--- src/rtl/osd_mix_pkg.sv ---
package osd_mix_pkg;

  localparam int CODE_W  = 4;
  localparam int NLAYER  = 3;
  localparam int CFG_W   = 15;

  localparam int L_CUR = 0;
  localparam int L_GFX = 1;
  localparam int L_TXT = 2;

  typedef struct packed {
    logic [CODE_W-1:0] bg_code;
    logic              bg_en;
    logic [1:0]        gfx_depth;
    logic              split;
    logic              ys_hold;
    logic              keep_c15;
    logic              keep_c0;
    logic              text_first;
    logic              txt_en;
    logic              gfx_en;
    logic              cur_en;
  } mix_cfg_t;

  function automatic logic [CODE_W-1:0] depth_mask(input logic [1:0] depth);
    logic [CODE_W-1:0] m;
    m = '1;
    m = m >> depth;
    return m;
  endfunction

endpackage

--- src/rtl/osd_cfg_reg.sv ---
module osd_cfg_reg
  import osd_mix_pkg::*;
(
  input  logic             clk,
  input  logic             rst_n,
  input  logic             wr,
  input  logic [CFG_W-1:0] wdata,
  output mix_cfg_t         cfg
);

  mix_cfg_t cfg_q;

  always_ff @(posedge clk or negedge rst_n) begin
    if (!rst_n) begin
      cfg_q <= '0;
    end else if (wr) begin
      cfg_q.cur_en     <= wdata[0];
      cfg_q.gfx_en     <= wdata[1];
      cfg_q.txt_en     <= wdata[2];
      cfg_q.text_first <= wdata[3];
      cfg_q.keep_c0    <= wdata[4];
      cfg_q.keep_c15   <= wdata[5];
      cfg_q.ys_hold    <= wdata[6];
      cfg_q.split      <= wdata[7];
      cfg_q.gfx_depth  <= wdata[9:8];
      cfg_q.bg_en      <= wdata[10];
      cfg_q.bg_code    <= wdata[14:11];
    end
  end

  assign cfg = cfg_q;

endmodule

--- src/rtl/osd_layer_qual.sv ---
module osd_layer_qual
  import osd_mix_pkg::*;
(
  input  logic              en,
  input  logic              keep_zero,
  input  logic [CODE_W-1:0] mask,
  input  logic [CODE_W-1:0] code_in,
  output logic [CODE_W-1:0] code_out,
  output logic              visible
);

  logic [CODE_W-1:0] masked;

  always_comb begin
    masked   = code_in & mask;
    code_out = masked;
    visible  = en && ((masked != '0) || keep_zero);
  end

endmodule

--- src/rtl/osd_prio_sel.sv ---
module osd_prio_sel
  import osd_mix_pkg::*;
#(
  parameter int PAL_W = 3
)(
  input  logic [NLAYER-1:0]             vis,
  input  logic [NLAYER-1:0][CODE_W-1:0] code,
  input  logic [NLAYER-1:0][PAL_W-1:0]  pal,
  input  logic                          text_first,
  input  logic                          keep_c15,
  input  logic                          ys_hold,
  input  logic                          bg_en,
  input  logic [CODE_W-1:0]             bg_code,
  output logic [CODE_W-1:0]             sel_code,
  output logic [PAL_W-1:0]              sel_pal,
  output logic                          sel_ys,
  output logic                          sel_ym
);

  localparam logic [CODE_W-1:0] TRANSLUCENT = '1;

  logic [1:0]        upper;
  logic [1:0]        lower;
  logic              hit;
  logic [CODE_W-1:0] win_code;
  logic [PAL_W-1:0]  win_pal;

  always_comb begin
    upper = text_first ? 2'(L_TXT) : 2'(L_GFX);
    lower = text_first ? 2'(L_GFX) : 2'(L_TXT);
  end

  always_comb begin
    hit      = 1'b1;
    win_code = '0;
    win_pal  = '0;
    if (vis[L_CUR]) begin
      win_code = code[L_CUR];
      win_pal  = pal[L_CUR];
    end else if (vis[upper]) begin
      win_code = code[upper];
      win_pal  = pal[upper];
    end else if (vis[lower]) begin
      win_code = code[lower];
      win_pal  = pal[lower];
    end else begin
      hit = 1'b0;
    end
  end

  always_comb begin
    sel_code = '0;
    sel_pal  = '0;
    sel_ys   = 1'b0;
    sel_ym   = 1'b0;
    if (hit) begin
      sel_code = win_code;
      sel_pal  = win_pal;
      sel_ym   = (win_code == TRANSLUCENT) && !keep_c15;
      sel_ys   = !(ys_hold && sel_ym && (win_code != '0));
    end else if (bg_en) begin
      sel_code = bg_code;
      sel_ys   = 1'b1;
    end
  end

endmodule

--- src/rtl/osd_out_stage.sv ---
module osd_out_stage #(
  parameter int DATA_W = 9
)(
  input  logic              clk,
  input  logic              rst_n,
  input  logic              in_valid,
  output logic              in_ready,
  input  logic [DATA_W-1:0] in_data,
  output logic              out_valid,
  input  logic              out_ready,
  output logic [DATA_W-1:0] out_data
);

  logic              full_q;
  logic [DATA_W-1:0] data_q;
  logic              take;

  assign in_ready = !full_q || out_ready;
  assign take     = in_valid && in_ready;

  always_ff @(posedge clk or negedge rst_n) begin
    if (!rst_n) begin
      full_q <= 1'b0;
      data_q <= '0;
    end else begin
      if (take) begin
        full_q <= 1'b1;
        data_q <= in_data;
      end else if (out_ready) begin
        full_q <= 1'b0;
      end
    end
  end

  assign out_valid = full_q;
  assign out_data  = data_q;

endmodule

--- src/rtl/osd_layer_mixer.sv ---
module osd_layer_mixer
  import osd_mix_pkg::*;
#(
  parameter int PAL_W = 3
)(
  input  logic              clk,
  input  logic              rst_n,
  input  logic              cfg_wr,
  input  logic [CFG_W-1:0]  cfg_wdata,
  input  logic              in_valid,
  output logic              in_ready,
  input  logic [CODE_W-1:0] cur_code,
  input  logic [PAL_W-1:0]  cur_pal,
  input  logic [CODE_W-1:0] gfx_code,
  input  logic [PAL_W-1:0]  gfx_pal,
  input  logic [CODE_W-1:0] txt_code,
  input  logic [PAL_W-1:0]  txt_pal,
  output logic              out_valid,
  input  logic              out_ready,
  output logic [CODE_W-1:0] out_code,
  output logic [PAL_W-1:0]  out_pal,
  output logic              out_ys,
  output logic              out_ym
);

  localparam int PIX_W = CODE_W + PAL_W + 2;

  mix_cfg_t cfg_q;

  osd_cfg_reg u_cfg (
    .clk   (clk),
    .rst_n (rst_n),
    .wr    (cfg_wr),
    .wdata (cfg_wdata),
    .cfg   (cfg_q)
  );

  // split mode forces both special colours to behave as ordinary ones
  logic keep_c0_eff;
  logic keep_c15_eff;
  logic hold_eff;

  assign keep_c0_eff  = cfg_q.keep_c0  || cfg_q.split;
  assign keep_c15_eff = cfg_q.keep_c15 || cfg_q.split;
  assign hold_eff     = cfg_q.ys_hold  && !cfg_q.split;

  logic [NLAYER-1:0]             lay_en;
  logic [NLAYER-1:0][CODE_W-1:0] lay_raw;
  logic [NLAYER-1:0][CODE_W-1:0] lay_mask;
  logic [NLAYER-1:0][CODE_W-1:0] lay_code;
  logic [NLAYER-1:0][PAL_W-1:0]  lay_pal;
  logic [NLAYER-1:0]             lay_vis;

  assign lay_en   = {cfg_q.txt_en, cfg_q.gfx_en, cfg_q.cur_en};
  assign lay_raw  = {txt_code, gfx_code, cur_code};
  assign lay_pal  = {txt_pal, gfx_pal, cur_pal};

  genvar gi;
  generate
    for (gi = 0; gi < NLAYER; gi++) begin : g_layer
      if (gi == L_GFX) begin : g_depth
        assign lay_mask[gi] = depth_mask(cfg_q.gfx_depth);
      end else begin : g_full
        assign lay_mask[gi] = '1;
      end

      osd_layer_qual u_qual (
        .en        (lay_en[gi]),
        .keep_zero (keep_c0_eff),
        .mask      (lay_mask[gi]),
        .code_in   (lay_raw[gi]),
        .code_out  (lay_code[gi]),
        .visible   (lay_vis[gi])
      );
    end
  endgenerate

  logic [CODE_W-1:0] sel_code;
  logic [PAL_W-1:0]  sel_pal;
  logic              sel_ys;
  logic              sel_ym;

  osd_prio_sel #(.PAL_W(PAL_W)) u_sel (
    .vis        (lay_vis),
    .code       (lay_code),
    .pal        (lay_pal),
    .text_first (cfg_q.text_first),
    .keep_c15   (keep_c15_eff),
    .ys_hold    (hold_eff),
    .bg_en      (cfg_q.bg_en),
    .bg_code    (cfg_q.bg_code),
    .sel_code   (sel_code),
    .sel_pal    (sel_pal),
    .sel_ys     (sel_ys),
    .sel_ym     (sel_ym)
  );

  logic [PIX_W-1:0] pix_d;
  logic [PIX_W-1:0] pix_q;

  assign pix_d = {sel_code, sel_pal, sel_ys, sel_ym};

  osd_out_stage #(.DATA_W(PIX_W)) u_out (
    .clk       (clk),
    .rst_n     (rst_n),
    .in_valid  (in_valid),
    .in_ready  (in_ready),
    .in_data   (pix_d),
    .out_valid (out_valid),
    .out_ready (out_ready),
    .out_data  (pix_q)
  );

  assign {out_code, out_pal, out_ys, out_ym} = pix_q;

endmodule

--- config.mk ---
export PLATFORM = sky130hd
export DESIGN_NAME = osd_layer_mixer
export DESIGN_NICKNAME = d
export VERILOG_FILES = /design/src/rtl/osd_mix_pkg.sv /design/src/rtl/osd_cfg_reg.sv /design/src/rtl/osd_layer_qual.sv /design/src/rtl/osd_prio_sel.sv /design/src/rtl/osd_out_stage.sv /design/src/rtl/osd_layer_mixer.sv
export SDC_FILE = /design/constraint.sdc
export NUM_CORES = 1
export LEC_CHECK = 0
export ABC_AREA = 1
export BUFFER_PORTS_ARGS = -buffer_cell sky130_fd_sc_hd__buf_2
export CAP_MARGIN = 20
export CORE_MARGIN = 5
export CORE_UTILIZATION = 53
export DETAILED_ROUTE_END_ITERATION = 6
export GPL_TIMING_DRIVEN = 0
export PLACE_DENSITY = 0.84
export SLEW_MARGIN = 20
export SYNTH_ARGS = -nofsm -noshare
export SYNTH_HDL_FRONTEND = slang
export SYNTH_SLANG_ARGS = --single-unit
--- constraint.sdc ---
create_clock -name clk -period 2.32 [get_ports clk]
set_clock_uncertainty 0.05 [all_clocks]
set_input_delay 0.464 -clock clk [delete_from_list [all_inputs] [get_ports clk]]
set_output_delay 0.464 -clock clk [all_outputs]
set_load 0.02 [all_outputs]
==> run_results.csv <==
group,metric,value,unit
run_status,status,"completed",
cts,cts.clk_slew.worst_paths,0.13,ns
synthesis,synth_top_cell_area_share,42.8,%
place,numPortBuffers,51,
die,top_level_ports,52,
finish,final_cells,281,
setup_path,cpPeakStageDelay,0.44,ns
routing,via_count,1444,
die,num_rows,19,
synthesis,yosys.cell_types.count,18,
cts,cts_setup_buffers,0,
die,dieWidth,62.5,um
routing,wire_per_inst,12.4,um
pwr,power_density,601,nW/um2
setup_path,worstSetupPathType,"flop to flop",
pwr,vdd_drop_max,0.515,mV
synthesis,yosys-top-cells-count,"58 x nand2_1, 25 x dfrtp_1, 21 x nor2_1, 19 x inv_1, 16 x o21ai_0",
synthesis,seq_area_frac_synth,42.8,%
finish,layout-drive-gt1-share,32.4,%
pwr,power,1.07,mW
place,place.gp.congestion,0.869,
cts,cts-buffers-inserted,3,
grt,grt_max_degree,26,
setup_path,startpoint_type,"flop",
finish,postLayoutCoreUtil,65.8,%
timing,tns,0,ns
routing,drt_iter0_markers,90,
setup_path,cp.required,2.48,ns
pwr,seqPwrFrac,48.7,%
timing,setup_slack,0.570,ns
pwr,power.net_switching,0.377,mW
grt,grt.overflow.total,0,
synthesis,syn_area,1460,um2
setup_path,path_delay_family,"simple AND/OR/NAND/NOR gates",
place,dp_slack,0.500,ns
worst_hold_path,hold_class,"input pin to async pin",
grt,grt_pass1_wl,5950,um
synthesis,synth_edf_count,0,
timing,fin_crit,1.75,ns
timing,tightest_slew,0.563,ns
synthesis,synth.most_common_cell,"nand2_1",
synthesis,synth_cells,195,
finish,nNetsFinal,292,
pwr,switching_share,35.2,%
grt,grt_use_total,18.2,%
pwr,p_comb_share,33.1,%
routing,viasPerCell,5.14,
timing,relSlewSlack,62.5,%
routing,dr.pass1.iters,4,
cts,cts_tree,"done",
timing,fmax,571,MHz
timing,slew_violations,0,
job,cap_violations,0,
place,dp.cells,277,
setup_path,cp_num_buf_inv,1,
pwr,p_int,0.695,mW
setup_path,crit_path_cell_trace,"nor2_2 -> nand2_2 -> nor2_2 -> nand2_2 -> nand2_1 -> nand3_1 -> nand2_1 -> inv_1 -> nand3_1 -> o211ai_1",
setup_path,cp_max_fo,6,
synthesis,ys_ff_latch,25,
grt,first_global_vias,1375,
synthesis,synthArstFlopShare,100,%
cts,cts-resized-gates,0,
setup_path,worst_ep_arrival_time,1.91,ns
timing,timing_hold_violations_final,0,
cts,cts_hold_buf,0,
finish,antenna_cells,0,
die,die_h,62.5,um
cts,clkLatencyLatePin,0.32,ns
die,core_area,2710,um2
synthesis,synth-main-ff-cell,"dfrtp_1",
timing,setup_viol,0,
cts,root_buffer,"clkbuf_4",
timing,grt_setup_unrepaired,"no",
setup_path,crit_slowest_cell,"dfrtp_1",
routing,antenna_left,0,
pwr,p_clk_share,18.2,%
cts,cts_buffer_depth,2,
die,start_util,54.0,%
synthesis,yosysWarnings,0,
synthesis,synth_nets,236,
die,dieArea,3910,um2
routing,drc_errors,0,
finish,area_growth,22.0,%
timing,period_share,75.4,%
cts,cts_max_level,1,
grt,antenna_found_initial,0,
cts,cts_sinks,25,
routing,routed_wl,3470,um
place,dpl.hpwl,2790,um
pwr,p_leak,0.971,nW
synthesis,synth_top_cell_by_area,"dfrtp_1",
setup_path,cp-end-kind,"flop",
synthesis,synth_area_leaders,"dfrtp_1 43%, nand2_1 15%, o21ai_0 5.5%, mux2_2 5.4%, nor2_1 5.4%",
synthesis,synth.avg_cell_area,7.50,um2
-- logic make-up (layout without fill, tap and decap cells) --
kind of cell | after synthesis | in the layout | share of synthesized area (%)
compound gates | 26 | 26 | 11.1
simple gates | 110 | 110 | 33.0
flops | 25 | 25 | 42.8
buf+inv | 27 | 82 | 7.70
mux | 7 | 7 | 5.39
-- power groups by stage --
stage / Combinational, mW / Sequential, mW / Clock (mW)
finish: 0.355 / 0.523 / 0.195
floorplan: 0.191 / 0.570 / 0
global route: 0.399 / 0.531 / 0.221
CTS: 0.356 / 0.523 / 0.202
detailed placement: 0.355 / 0.532 / 0
global placement: 0.347 / 0.530 / 0
-- worst paths after layout --
check / slack, ns / startpoint / end / depth (start not counted)
setup / recovery: 0.57 / u_cfg.cfg[7] / u_out.out_data[7] / 10
hold / removal: 0.07 / rst_n / u_out.out_data[2] / 1
setup reg to reg: 0.57 / u_cfg.cfg[7] / u_out.out_data[7] / 10
max in group asynchronous: 1.79 / rst_n / u_out.out_data[7] / 1
hold reg to reg: 0.45 / u_out.out_data[2] / u_out.out_data[2] / 2
min in group clk: 0.29 / cfg_wdata[9] / u_cfg.cfg[9] / 3
-- area by class of cell --
class                   instances  area (um2)
fillers                       245         926
multi-input cells             143         724
flip-flops and latches         25         626
repair buffers                 51         255
inverters                      20        75.1
well taps                      31        38.8
plain buffers                   7        37.5
clock buffers                   3        22.5
clock inverters                 1        5.00
-- worst reg2reg max path, cell delays in order, from the launching register on --
cell and delay (ns):
dfrtp_1 0.44, nor2_2 0.22, nand2_2 0.07, nor2_2 0.09
nand2_2 0.08, nand2_1 0.10, nand3_1 0.10, nand2_1 0.21
inv_1 0.11, nand3_1 0.10, o211ai_1 0.08
-- metal layers --
metal | routed length, um | up-vias | track usage (%)
met1 | 1560 | 632 | 23.7
met2 | 1530 | 67 | 29.5
met3 | 347 | 5 | 5.04
met5 | 0 | - | 0
met4 | 34 | 0 | 4.77
li1 | - | 740 | -
-- cells in the final DEF (no fill, tap or decap) --
cell type and instances:
nand4_1 1, inv_1 19, clkbuf_1 4, o221ai_1 3, buf_4 3, mux2_2 7
o211ai_1 4, o311ai_1 3, inv_2 1, nor2_1 21, clkbuf_4 3, nand3_1 15
o21ai_0 16, buf_2 51, dfrtp_1 25, nand3_2 3, clkinv_2 1, nand2_1 58
or2_2 5, nor2_2 2, nand2_2 5
-- sequential cells by signal, summed over array words and instances, names as in the netlist --
signal           flops
u_out.out_data       9
u_cfg.cfg           15
u_out.out_valid      1
-- through the flow --
step | hold slack, ns | instance area [um2]
CTS | 0.0748 | 1780
floorplan | 0.118 | 1460
finish | 0.0654 | 1780
global route | 0.0936 | 1780
global placement | 0.408 | 1760
detailed placement | 0.417 | 1760
(Power assumes the default switching activity.)
